`config.mk`:
```
export PLATFORM = sky130hd
export DESIGN_NAME = twowire_rx_slave
export DESIGN_NICKNAME = d
export VERILOG_FILES = /design/src/rtl/twowire_rx_slave.sv
export SDC_FILE = /design/constraint.sdc
export NUM_CORES = 1
export LEC_CHECK = 0
export BUFFER_PORTS_ARGS = -buffer_cell sky130_fd_sc_hd__buf_2
export CAP_MARGIN = 20
export CORE_ASPECT_RATIO = 0.9
export CORE_MARGIN = 2
export CORE_UTILIZATION = 37
export CTS_BUF_LIST = sky130_fd_sc_hd__clkbuf_8
export DETAILED_ROUTE_END_ITERATION = 16
export PLACE_DENSITY = 0.67
export REMOVE_ABC_BUFFERS = 1
export SLEW_MARGIN = 20
export SYNTH_ARGS = -nofsm -noshare
export SYNTH_HDL_FRONTEND = slang
export SYNTH_SLANG_ARGS = --single-unit
```
`constraint.sdc`:
```
create_clock -name clk -period 1.5 [get_ports clk]
set_input_delay 0.15 -clock clk [delete_from_list [all_inputs] [get_ports clk]]
set_output_delay 0.15 -clock clk [all_outputs]
set_load 0.005 [all_outputs]
```
`src/rtl/twowire_rx_slave.sv`:
```
module twowire_rx_slave #(
  parameter int FILT_LEN = 3,
  parameter bit OCTAL    = 1'b0,
  parameter int IDXW     = 8
) (
  input  logic            clk,
  input  logic            rst_n,
  input  logic            scl_i,
  input  logic            sda_i,
  input  logic [2:0]      strap,
  output logic            sda_oe,
  output logic [7:0]      rx_byte,
  output logic            byte_valid,
  output logic [IDXW-1:0] byte_index,
  output logic            start_evt,
  output logic            stop_evt,
  output logic            abort_evt
);
  localparam int CW = (FILT_LEN < 2) ? 1 : $clog2(FILT_LEN);
  localparam logic [3:0] PREFIX = 4'b0101;

  logic [1:0] pad, filt;
  assign pad = {scl_i, sda_i};

  for (genvar g = 0; g < 2; g++) begin : g_line
    logic [1:0]    sy;
    logic [CW-1:0] ct;
    logic          fq;
    always_ff @(posedge clk or negedge rst_n) begin
      if (!rst_n) begin
        sy <= 2'b11;
        ct <= '0;
        fq <= 1'b1;
      end else begin
        sy <= {sy[0], pad[g]};
        if (sy[1] != fq) begin
          if (ct == CW'(FILT_LEN - 1)) begin
            fq <= sy[1];
            ct <= '0;
          end else begin
            ct <= ct + 1'b1;
          end
        end else begin
          ct <= '0;
        end
      end
    end
    assign filt[g] = fq;
  end

  logic scl_f, sda_f, scl_q, sda_q;
  assign scl_f = filt[1];
  assign sda_f = filt[0];

  logic [6:0] own_addr;
  assign own_addr = OCTAL ? {PREFIX, 1'b0, strap[1:0]} : {PREFIX, strap};

  logic cond_start, cond_stop, scl_rise, scl_fall;
  assign cond_start = scl_f & scl_q & sda_q & ~sda_f;
  assign cond_stop  = scl_f & scl_q & ~sda_q & sda_f;
  assign scl_rise   = scl_f & ~scl_q;
  assign scl_fall   = ~scl_f & scl_q;

  logic       active, addr_ph, selected, in_ack;
  logic [3:0] bit_cnt;
  logic [7:0] shreg;

  always_ff @(posedge clk or negedge rst_n) begin
    if (!rst_n) begin
      scl_q      <= 1'b1;
      sda_q      <= 1'b1;
      active     <= 1'b0;
      addr_ph    <= 1'b0;
      selected   <= 1'b0;
      in_ack     <= 1'b0;
      bit_cnt    <= '0;
      shreg      <= '0;
      sda_oe     <= 1'b0;
      rx_byte    <= '0;
      byte_valid <= 1'b0;
      byte_index <= '0;
      start_evt  <= 1'b0;
      stop_evt   <= 1'b0;
      abort_evt  <= 1'b0;
    end else begin
      scl_q      <= scl_f;
      sda_q      <= sda_f;
      byte_valid <= 1'b0;
      start_evt  <= 1'b0;
      stop_evt   <= 1'b0;
      abort_evt  <= 1'b0;
      if (byte_valid) byte_index <= byte_index + 1'b1;

      if (cond_start) begin
        active     <= 1'b1;
        addr_ph    <= 1'b1;
        selected   <= 1'b0;
        in_ack     <= 1'b0;
        bit_cnt    <= '0;
        sda_oe     <= 1'b0;
        byte_index <= '0;
        start_evt  <= 1'b1;
      end else if (cond_stop) begin
        if (selected) begin
          stop_evt  <= 1'b1;
          abort_evt <= !in_ack && (bit_cnt > 4'd1);
        end
        active   <= 1'b0;
        addr_ph  <= 1'b0;
        selected <= 1'b0;
        in_ack   <= 1'b0;
        bit_cnt  <= '0;
        sda_oe   <= 1'b0;
      end else if (active) begin
        if (scl_rise && !in_ack && bit_cnt < 4'd8) begin
          shreg   <= {shreg[6:0], sda_f};
          bit_cnt <= bit_cnt + 1'b1;
        end
        if (scl_fall) begin
          if (in_ack) begin
            in_ack  <= 1'b0;
            sda_oe  <= 1'b0;
            bit_cnt <= '0;
          end else if (bit_cnt == 4'd8) begin
            if (addr_ph) begin
              addr_ph <= 1'b0;
              if (shreg == {own_addr, 1'b0}) begin
                selected <= 1'b1;
                in_ack   <= 1'b1;
                sda_oe   <= 1'b1;
              end else begin
                active <= 1'b0;
              end
            end else begin
              rx_byte    <= shreg;
              byte_valid <= 1'b1;
              in_ack     <= 1'b1;
              sda_oe     <= 1'b1;
            end
          end
        end
      end
    end
  end
endmodule

```
==> results of run 1 <==
[sequential cells by signal (all words and copies together), names as in the netlist]
name        count
g_line.sy       4
byte_index      8
byte_valid      1
active          1
addr_ph         1
stop_evt        1
g_line.ct       4
start_evt       1
in_ack          1
bit_cnt         4
shreg           8
sda_q           1
rx_byte         8
abort_evt       1
selected        1
sda_oe          1
g_line.fq       2
scl_q           1
[per-layer routing]
metal | up-vias | global-route usage [%] | wire, µm
li1 | 694 | - | -
met1 | 725 | 18.1 | 1940
met2 | 23 | 21.8 | 2020
met3 | 3 | 3.44 | 131
met4 | 0 | 3.33 | 32
met5 | - | 0 | 0
[worst paths after layout]
| kind | start | endpoint | slack [ns] | depth (start not counted) |
|---|---|---|---|---|
| max in group asynchronous | rst_n | g_line[0].sy[0]$_DFF_PN1_ | 0.86 | 3 |
| min | rst_n | g_line[0].ct[1]$_DFF_PN0_ | 0.36 | 3 |
| min in group clk | g_line[1].sy[0]$_DFF_PN1_ | g_line[1].sy[1]$_DFF_PN1_ | 0.36 | 0 |
| max | scl_q$_DFF_PN1_ | shreg[7]$_DFFE_PN0P_ | -0.07 | 5 |
| min reg2reg | g_line[1].sy[0]$_DFF_PN1_ | g_line[1].sy[1]$_DFF_PN1_ | 0.36 | 0 |
| max reg2reg | scl_q$_DFF_PN1_ | shreg[7]$_DFFE_PN0P_ | -0.07 | 5 |
[cells by family (layout without fill, tap and decap cells)]
| kind of cell | Yosys count | after routing | share of synthesized area (%) |
|---|---|---|---|
| mux | 20 | 20 | 13.0 |
| xor+xnor | 14 | 14 | 5.64 |
| simple gates | 50 | 51 | 13.0 |
| fa+ha+maj | 4 | 4 | 2.30 |
| buf+inv | 10 | 66 | 3.57 |
| compound gates | 19 | 19 | 5.69 |
| flops | 49 | 49 | 56.8 |
[critical path: cells and delay by family (launching register included)]
family	cells	cell delay (ns)
flip-flops	1	0.37
AND/OR/NAND/NOR	2	0.53
buffers and inverters	2	0.23
multiplexers	1	0.31
[area by class of cell]
class	instances	area (µm²)	area share (%)
clock buffer	6	82.6	3.04
clock inverter	1	3.75	0.138
inverter	5	18.8	0.691
multi-input combinational	108	918	33.8
sequential	49	1240	45.5
tap	70	87.6	3.22
timing repair buffer	54	369	13.6
[layout by cell type (no fill, tap or decap), types with 4 or more instances in the layout]
cell / synthesis / layout
a21oi_1: 5 / 5
buf_2: 0 / 27
buf_4: 0 / 20
clkbuf_8: 0 / 6
dfrtp_1: 41 / 41
dfstp_2: 8 / 8
inv_1: 5 / 4
mux2_4: 16 / 16
nand2_1: 6 / 6
nand3_1: 4 / 4
nor2_1: 16 / 15
nor3_1: 5 / 5
xnor2_1: 7 / 6
xor2_1: 7 / 7
[power groups by stage]
| stage | registers, mW | logic [mW] | clock network (mW) |
|---|---|---|---|
| floorplan | 1.97 | 0.970 | 0 |
| global placement | 1.93 | 1.56 | 0 |
| detailed placement | 1.94 | 1.59 | 0 |
| CTS | 1.92 | 1.70 | 0.774 |
| global route | 1.98 | 2.01 | 0.845 |
| finish | 1.93 | 1.85 | 0.748 |
[timing repair]
action	4_1_cts	5_1_grt
endpoints found under the setup margin	17	21
cloned	1	0
endpoints found under the hold margin	43	0
resized for setup	6	12
pin swaps	1	5
hold buffers	3	0
buffers inserted	1	3
==> results.txt, run 1 <==
The maximum clock rate came out at 0.637 GHz. The run finished, with violations left. The final worst-path cycle share is 105%. The time the worst path needs with I/O delays and setup came out at ~1.6 ns. The share of layout cells above drive strength 1 is 43.5%. The overall track demand over capacity in global routing came out at 13.4%. The I/O pin count is 28. The stage delay of the slowest cell on the critical path came out at 0.37 ns. The worst setup path is captured at a flop.

TritonCTS built the clock tree. The number of levels in the clock H-tree came out at 2. By instance count, the leading cell after synthesis is dfrtp_1. The biggest area contributor in the post-synthesis netlist is dfrtp_1. The via count of the first global-routing pass came out at around 1.4k. The filler cells instantiated in the layout total 508. The antenna diode instance count is 0. For this run, asynchronously set or reset flops after synthesis account for 100%.

The number of synthesized flops with an enable pin came out at 0. The clock-pin transition on the worst setup and hold timing paths is around 0.08 ns. The final count of pins violating max slew came to 0. The transition time at the pin with the least slew margin is 0.283 ns. The post-route worst setup slack came out at -0.0690 ns. After routing, the total negative slack on setup checks comes to -0.858 ns. Clock latency on the worst-skew pair, taken at its later pin, is approximately 0.29 ns. The maximum fanout count along the critical path came out at 5. The final reports fail on setup timing. The share of the synthesized area in the top cell type is between 40% and 50%. The net switching fraction of the power came out at 32.0%. The portion of total power attributed to the clock network came out at 16.5%. The count of placed standard cells including taps came out at 278. The die boundary width is approximately 85 µm.

The total power is 4.54 mW. The final wirelength came out at 4.13 mm. The internal power component is 3.08 mW. The y dimension of the die is 76.8 µm. The remaining antenna violation count after routing came out at 0.

For the worst setup path, the data arrival time is approximately 1.7 ns. The standard cell area after detailed placement came out at approximately 2500 µm². The sequential share of power came out at between 40% and 50%. The count of buffers inserted at the top-level ports came out at 27. The share of total power in combinational logic is 40.9%. The Yosys step of the flow raised 0 warnings. The final standard cell utilization of the core is 47.7%.

The worst setup skew after layout is 0.00869 ns. Entering global routing, the biggest net connects 50 pins. The full die area is 6510 µm².

The total power divided by cell area is 1670 nW/µm². The number of buffers added by the clock tree synthesis step is 5. The number of rows in the core area is 26. Setup violations remaining at the end of the flow were counted as 18. The sink count of the clock tree came out at 49.

The DRC violations left came out at 0. For this block, the via count after detailed routing is 1,445. The share of the yosys chip area belonging to registers is 56.8%.

The mean instance size in the synthesized netlist came out at 13.1 µm². The sum of overflow across all layers after global routing is 0. The detailed placer's ending HPWL came out at around 2.8 mm. For this run, the detailed router's first-pass iteration total came to 4. After synthesis, the cell types taking the most area are dfrtp_1, mux2_4, dfstp_2, xnor2_1, xor2_1.

The setup slack after placement came out at -0.0681 ns. The number of antenna violations at the first check in global routing is 0. The maximum number of buffers from clock root to sink came out at 2.

The cell sitting at the root of the clock tree is a clkbuf_8. The commonest cells after synthesis are dfrtp_1, mux2_4, nor2_1, dfstp_2. The number of violations reported at the end of detailed-routing iteration 0 is 77. The routed wire length per instance came out at 14.1 µm. The final hold slack came out at 0.359 ns. The area growth from synthesis to layout is 24.8%.

The number of nets in the final layout came out at 234. The count of non-filler cells in the finished layout is 293. The min-delay analysis places its worst path in the category in -> async. VDD sags by at most 0.874 mV. The count of maximum capacitance violations is 0.

At the worst endpoint, the required time is 1.67 ns. The first global-routing pass estimated ~7.0 mm of wire. The number of flip-flops and latches in the synthesized netlist is 49. The launching element type of the critical path is a flop. On the critical path, the stage with the largest delay is an instance of dfstp_2.

The critical path goes through buf_4 -> buf_6 -> and4bb_4 -> and2_4 -> mux2_4. In the synthesized netlist the dominant register cell turns out to be dfrtp_1. The worst setup path is of the reg -> reg kind. The initial core utilization is 38.2%.

The switching power total came out at 1.45 mW. Measured against its own limit, the worst slew margin works out to 81.0%. Synthesis produced a netlist whose cell count is 166.

The cell area after layout is approximately 2700 µm². The cell area that synthesis handed to floorplanning was 2180 µm². Setup repair after global routing could not meet its margin everywhere. The standby leakage power is between 1 and 1.5 nW.

The number of distinct standard cells referenced by the synthesized netlist came out at 39. In the routed layout, each cell is associated on average with a via count of 4.93. The placer congestion estimate came out at 0.822. The core region area came out at 5690 µm². The number of hold-slack violations in the final timing report is 0.
Note: power is estimated with default switching activity, not from simulation.
==> run 2: changes to the inputs <==
--- a/config.mk
+++ b/config.mk
@@ -7,12 +7,15 @@
 export LEC_CHECK = 0
 export BUFFER_PORTS_ARGS = -buffer_cell sky130_fd_sc_hd__buf_2
 export CAP_MARGIN = 20
+export CELL_PAD_IN_SITES_DETAIL_PLACEMENT = 1
+export CELL_PAD_IN_SITES_GLOBAL_PLACEMENT = 2
 export CORE_ASPECT_RATIO = 0.9
 export CORE_MARGIN = 2
 export CORE_UTILIZATION = 37
 export CTS_BUF_LIST = sky130_fd_sc_hd__clkbuf_8
+export CTS_CLUSTER_DIAMETER = 200
 export DETAILED_ROUTE_END_ITERATION = 16
-export PLACE_DENSITY = 0.67
+export PLACE_DENSITY = 0.88
 export REMOVE_ABC_BUFFERS = 1
 export SLEW_MARGIN = 20
 export SYNTH_ARGS = -nofsm -noshare
==> run 2 against run 1 <==
The flow still finishes with violations (setup timing); fmax decreased by 1.6%; design area increased by 5.2%; critical path depth decreased by 1; sequential share of layout area decreased by 2.3 points; register-to-register slack got worse by 0.03 ns; final cell count increased by 2.4%; combinational power increased by 15%; count of clock-buffer cells in the layout decreased by 1; critical path type unchanged; highest routed layer unchanged.
==> results.txt, run 2 (synthesis results as in run 1) <==
The count of buffers inserted at the top-level ports came to 27 (unchanged). The most frequent standard cell in the layout excluding fill and tap cells is dfrtp_1. The detailed-router iteration count before antenna repair is 4 (unchanged). The buffering stage count on the worst path with inverters included is 1 (-1). The detailed placer's ending HPWL is 3.32 mm (+19%). The time the worst path needs with I/O delays and setup came out at 1.60 ns (+0.0263 ns). The launching element type of the critical path is a flop. The number of violations reported at the end of detailed-routing iteration 0 came out at 64 (-17%). Among all stages on the critical path, the largest delay is contributed by dfstp_2. The die boundary width is 84.8 µm (unchanged).

The full die area came to 6510 µm² (unchanged). The clock root buffer is clkbuf_8. The signal on the critical path passes through and4bb_1 -> nor3b_2 -> buf_4 -> mux2_4. The final worst-path cycle share came out at 106% (+1.8 points). The y dimension of the die came out at 76.8 µm (unchanged). The DRC violations left came out at 0 (unchanged).

The antenna diode instance count is 0 (unchanged). The fill cell total of the finished layout came out at 607 (+19%). The checks that failed: setup timing. The maximum number of buffers from clock root to sink came to 2 (unchanged). The post-route worst setup slack came out at -0.0953 ns (-0.0263 ns). The pin count of the biggest net entering global routing came out at 35 (-30%). The vias per cell is 4.95 (+0.44%). The via count of the first global-routing pass came out at 1,595 (+10%).

The data required time at the worst endpoint came out at 1.70 ns (+0.03 ns). The maximum ir drop on the vdd rail is 0.906 mV (+3.7%). The total power is 5.17 mW (+14%). The worst setup skew after layout came out at 0.00965 ns (+0.000960 ns). The worst register-to-register path begins at scl_q$_DFF_PN1_. The largest registers in the layout are byte_index (8), rx_byte (8), shreg (8). The core region area came out at 5690 µm² (unchanged). The final count of pins violating max slew came out at 0 (unchanged). The initial core utilization is 38.2% (unchanged). The clock-pin transition on the worst setup and hold timing paths is 0.09 ns (about the same).

The top cell types in the final layout, fill and taps aside, are dfrtp_1, buf_2, buf_4. The maximum clock rate is 0.627 GHz (-1.6%). The first-pass GRT wire length is 7.96 mm (+14%). The flop-to-flop setup slack came out at -0.1 ns (-0.03 ns). The worst reg-to-reg path cell count came out at 4 (-1). On the critical path the largest part of the delay comes from flip-flops. Relative to the synthesized area, the layout overhead comes to 31.3%. The setup slack after placement came to -0.0890 ns (-0.0210 ns).

The final count of negative-setup-slack endpoints came out at 8 (-10). The sink count of the clock tree came to 49 (unchanged). The final wirelength came out at 5.00 mm (+21%). The number of nets in the final layout was 240 (+2.6%). STA classifies the critical path endpoint as a flop. The category of the most critical setup path is reg -> reg. The routed wire length per instance came to 16.7 µm (+18%).

The path class of the tightest hold or removal check is in -> async. The sum of overflow across all layers after global routing came out at 0 (unchanged). The number of levels in the clock H-tree came out at 2 (unchanged). The number of rows in the core area came out at 26 (unchanged). The critical path arrival came to 1.80 ns (+0.06 ns). The max-slew headroom at the worst pin is 72.4% (-8.6 points). The total power divided by cell area came out at 1810 nW/µm² (+8.3%). The maximum fanout count along the critical path is 4 (-1). The number of hold-slack violations in the final timing report came to 0 (unchanged).

The final hold slack is 0.287 ns (-0.0724 ns). The overall track demand over capacity in global routing came out at 15.6% (+2.2 points). The stage delay of the slowest cell on the critical path came to 0.54 ns (+0.17 ns). Setup repair after global routing could not meet its margin everywhere. The capture instance of the worst register-to-register path is rx_byte[6]$_DFFE_PN0P_. The cell area after layout is 2860 µm² (+5.2%). The share of layout cells above drive strength 1 came to 47.4% (+3.9 points). The final standard cell utilization of the core is 50.2% (+2.5 points). The standard cell area after detailed placement is 2540 µm² (+1.4%). The number of buffers added by the clock tree synthesis step came out at 5 (unchanged).

The standby leakage power was 1.39 nW (+5.2%). TritonCTS built the clock tree. The remaining antenna violation count after routing came to 0 (unchanged). The count of maximum capacitance violations came out at 0 (unchanged). The number of antenna violations at the first check in global routing is 0 (unchanged).

The flow ran to the end, but the final reports show violations. The transition time at the pin with the least slew margin is 0.414 ns (+0.130 ns). The vias after detailed routing came out at 1,486 (+2.8%). The I/O pin count came out at 28 (unchanged). The clock insertion delay at the later pin of the skew report came to 0.31 ns (+0.02 ns). The placer congestion estimate is 0.740 (-10%).
==> run 2: cell count changes in the layout (fill, tap and decap cells not counted), sizes merged <==
| cell | previous run | this run |
|---|---|---|
| buf | 51 | 57 |
| bufinv | 0 | 2 |
| clkbuf | 6 | 5 |
| clkinv | 0 | 1 |
| inv | 6 | 5 |
==> run 2: final cells by class <==
cell class / count / area (µm²) / share of cell area (%)
Tap cell: 70 / 87.6 / 3.06
Clock buffer: 5 / 68.8 / 2.41
Multi-Input combinational cell: 108 / 950 / 33.2
Inverter: 5 / 18.8 / 0.657
Sequential cell: 49 / 1240 / 43.3
Clock inverter: 3 / 65.1 / 2.28
Timing Repair Buffer: 60 / 432 / 15.1
==> run 2: worst register-to-register path: stages (launching register included) <==
cell and delay [ns]:
dfstp_2 0.54, and4bb_1 0.23, nor3b_2 0.22, buf_4 0.19
mux2_4 0.30
==> run 2: repair_timing <==
item,in CTS,in global routing
pin swaps,1,5
setup buffers,1,5
setup endpoints to repair,19,20
gates cloned,1,1
gates resized for setup,5,21
hold buffers,3,0
endpoints found under the hold margin,17,0
==> run 2: how the worst max path moves through the flow <==
stage	end	startpoint	cells past startpoint	slack, ns
after floorplan	rx_byte[0]$_DFFE_PN0P_	bit_cnt[0]$_DFFE_PN0P_	5	-0.37
after global placement	rx_byte[5]$_DFFE_PN0P_	scl_q$_DFF_PN1_	4	-0.02
after detailed placement	rx_byte[1]$_DFFE_PN0P_	scl_q$_DFF_PN1_	4	-0.09
after CTS	rx_byte[1]$_DFFE_PN0P_	scl_q$_DFF_PN1_	4	-0.1
after global routing	rx_byte[6]$_DFFE_PN0P_	scl_q$_DFF_PN1_	4	-0.15
final	rx_byte[6]$_DFFE_PN0P_	scl_q$_DFF_PN1_	4	-0.1
==> run 2: power breakdown <==
part	switching (mW)	leakage [nW]	total [mW]	internal, mW
clock network	0.455	0.0681	1.12	0.662
registers	0.255	0.627	1.92	1.67
logic	0.957	0.690	2.13	1.17
==> run 2: routing by layer <==
metal  vias up  track usage (%)  share of wire, %
met4         0             3.81              0.76
met5         -                0                 0
li1        700                -                 -
met3         5             3.88               3.1
met1       756             20.0                45
met2        25             26.5                51
==> run 2: stage by stage <==
stage,TNS [ns],cells
6_report,-0.651,300
5_1_grt,-1.09,300
4_1_cts,-0.655,294
3_5_place_dp,-0.636,281
3_3_place_gp,-0.123,281
2_1_floorplan,-3.48,161
==> run 3: changes to the inputs <==
--- a/config.mk
+++ b/config.mk
@@ -15,6 +15,7 @@
 export CTS_BUF_LIST = sky130_fd_sc_hd__clkbuf_8
 export CTS_CLUSTER_DIAMETER = 200
 export DETAILED_ROUTE_END_ITERATION = 16
+export GPL_TIMING_DRIVEN = 0
 export PLACE_DENSITY = 0.88
 export REMOVE_ABC_BUFFERS = 1
 export SLEW_MARGIN = 20
==> run 3 against run 2 <==
The flow still finishes with violations (setup timing); clock skew down 0.0023 ns; power down 9.8%; fmax down 4.2%; combinational power down 14%; final cell count down 3.3%; count of clock-buffer cells in the layout unchanged; critical path depth up 2; clock power down 27%; non-clock buffer count down 10; design area down 4.9%.
==> results.txt, run 3 (synthesis results as in run 1) <==
The number of buffers added by the clock tree synthesis step came to 5 (unchanged). The clock root buffer is clkbuf_8. The sink count of the clock tree was 49 (unchanged). The area growth from synthesis to layout is 24.8%. The max-slew headroom at the worst pin is 58.7% (-14 points). The category of the most critical setup path is reg -> reg.

The count of placed standard cells including taps came out at 258 (-8.2%). The final worst-path cycle share came out at 111% (+4.6 points). The time the worst path needs with I/O delays and setup is 1.66 ns (+0.0693 ns). The net switching fraction of the power is 35.0% (+2.7 points).

The via count of the first global-routing pass is 1,543 (-3.3%). The initial core utilization is 38.2% (unchanged). The first-pass GRT wire length is 7.89 mm (-0.95%). The pin count of the biggest net entering global routing is 50 (+43%). The worst setup path is captured at a flop. The maximum number of buffers from clock root to sink was 2 (unchanged). The final wirelength came out at 4.77 mm (-4.7%).

The count of non-filler cells in the finished layout is 290 (-3.3%). The maximum clock rate is 0.601 GHz (-4.2%). The die boundary width was 84.8 µm (unchanged). The count of maximum capacitance violations came out at 0 (unchanged).

The sum of overflow across all layers after global routing is 0 (unchanged). The switching power total came out at 1.63 mW (-2.2%). The final reports fail on setup timing. The number of violations reported at the end of detailed-routing iteration 0 was 69 (+7.8%). The placer congestion estimate is 0.688 (-7.0%).

The final count of pins violating max slew is 0 (unchanged). Among all stages on the critical path, the largest delay is contributed by dfrtp_2. The worst setup skew after layout came out at 0.00736 ns (-0.00229 ns). The routed wire length per instance came to 16.4 µm (-1.4%). The overall track demand over capacity in global routing came out at 15.4% (-0.26 points).

TritonCTS built the clock tree. The vias per cell is 5.05 (+1.9%). Leaving out fill and tap cells, the most frequent cells in the layout are dfrtp_1, buf_2, mux2_4.

The remaining antenna violation count after routing is 0 (unchanged). The I/O pin count is 28 (unchanged). The signal on the critical path passes through inv_2 -> ha_4 -> nand3b_1 -> nor3b_4 -> buf_6 -> mux2_4. The number of nets in the final layout is 230 (-4.2%). Setup repair after global routing could not meet its margin everywhere.

The transition time at the pin with the least slew margin is 0.619 ns (+0.205 ns). The antenna diode instance count is 0 (unchanged). The critical path arrival is 1.87 ns (+0.07 ns). The stage delay of the slowest cell on the critical path came out at 0.43 ns (-0.11 ns).

The data required time at the worst endpoint came out at 1.71 ns (about the same). The met2 track utilization from global routing was 25.4% (-1.1 points). The y dimension of the die is 76.8 µm (unchanged). The launching element type of the critical path is a flop.

The maximum ir drop on the vdd rail came out at 0.813 mV (-10%). The final count of negative-setup-slack endpoints is 19 (+11). The full die area was 6510 µm² (unchanged).

The share of layout cells above drive strength 1 is 45.5% (-1.9 points). The global routing met1 resource utilization is 19.9% (-0.083 points). The portion of total power attributed to the clock network came out at 17.4% (-4.2 points). The maximum fanout count along the critical path came to 5 (+1). The final hold slack is 0.360 ns (+0.0728 ns).

The share of total power in combinational logic was 39.4% (-1.8 points). The library cell used most frequently in the layout, excluding fill and tap cells, is dfrtp_1. The vias after detailed routing was 1,464 (-1.5%). The number of levels in the clock H-tree came out at 2 (unchanged). The total power divided by cell area is 1720 nW/µm² (-5.1%).

The DRC violations left came out at 0 (unchanged). The clock-pin transition on the worst setup and hold timing paths was 0.10 ns (about the same). In the final layout, the registers with the most flip-flops are byte_index (8), rx_byte (8), shreg (8). The sequential share of power is 43.2% (+6.0 points). The detailed placer's ending HPWL is 2.82 mm (-15%).

The setup slack after placement came out at -0.704 ns (-0.615 ns). The detailed-router iteration count before antenna repair is 4 (unchanged). The worst hold path belongs to the class reg -> reg. The standby leakage power came out at 1.30 nW (-6.2%). The count of buffers inserted at the top-level ports is 27 (unchanged). The number of hold-slack violations in the final timing report came out at 0 (unchanged).

The final standard cell utilization of the core is 47.7% (-2.5 points). The run finished, with violations left. The core region area came out at 5690 µm² (unchanged).

The post-route worst setup slack is -0.165 ns (-0.0693 ns). The number of rows in the core area came out at 26 (unchanged). The internal power component came out at 3.03 mW (-13%).

The routing usage on met3 came out at 4.31% (+0.43 points). met2 is the most crowded layer. The clock insertion delay at the later pin of the skew report came out at 0.31 ns (about the same). The number of antenna violations at the first check in global routing came out at 0 (unchanged).
-- run 3: cell count changes in the layout (fill, tap and decap cells not counted), moves of 2 or more --
cell       before  now
buf_2          28   26
buf_12          2    0
buf_4          23   14
bufinv_16       2    0
buf_6           3    7
-- run 3: final timing paths --
| check | start | endpoint | slack, ns | cells after the start |
|---|---|---|---|---|
| min in group asynchronous | rst_n | rx_byte[2]$_DFFE_PN0P_ | 0.37 | 2 |
| hold / removal | g_line[1].sy[0]$_DFF_PN1_ | g_line[1].sy[1]$_DFF_PN1_ | 0.36 | 0 |
| hold reg to reg | g_line[1].sy[0]$_DFF_PN1_ | g_line[1].sy[1]$_DFF_PN1_ | 0.36 | 0 |
| setup / recovery | bit_cnt[0]$_DFFE_PN0P_ | rx_byte[0]$_DFFE_PN0P_ | -0.16 | 6 |
| setup reg to reg | bit_cnt[0]$_DFFE_PN0P_ | rx_byte[0]$_DFFE_PN0P_ | -0.16 | 6 |
| max in group asynchronous | rst_n | bit_cnt[0]$_DFFE_PN0P_ | 0.69 | 2 |
-- run 3: critical path, delay by kind of cell, from the launching register on --
family                     cells  cell delay [ns]
adders and majority gates      1             0.13
muxes                          1             0.30
buffers and inverters          2             0.25
DFF                            1             0.43
and+or+nand+nor                2             0.44
-- run 3: final cells by class --
class | instances | area [µm²]
Sequential cell | 49 | 1240
Tap cell | 70 | 87.6
Inverter | 5 | 18.8
Clock inverter | 3 | 21.3
Fill cell | 615 | 2980
Multi-Input combinational cell | 108 | 938
Timing Repair Buffer | 50 | 344
Clock buffer | 5 | 68.8
-- run 3: per-layer routing --
metal  up-vias  share of wire, %
li1        681                 -
met1       752                43
met2        24                52
met3         7               3.5
met4         0               1.1
met5         -                 0
-- run 3: power groups by stage --
stage	logic, mW	clock network [mW]	registers [mW]
detailed placement	1.19	0	2.10
global placement	1.13	0	2.08
floorplan	0.970	0	1.97
global route	1.99	0.891	2.07
finish	1.84	0.813	2.01
CTS	1.61	0.835	2.01
-- run 3: timing repair --
| item | in CTS | in global routing |
|---|---|---|
| resized for setup | 14 | 13 |
| hold buffers | 2 | 1 |
| setup buffers | 15 | 5 |
| hold endpoints to repair | 2 | 41 |
| cloned | 1 | 0 |
| pin swaps | 3 | 6 |
| endpoints found under the setup margin | 30 | 25 |
-- run 3: through the flow --
stage	cell area, µm²	TNS, ns	power, mW
6_report	2720	-1.57	4.66
5_1_grt	2720	-2.61	4.95
4_1_cts	2620	-1.04	4.46
3_5_place_dp	2340	-8.44	3.30
2_1_floorplan	2120	-3.48	2.94
3_3_place_gp	2340	-7.44	3.21
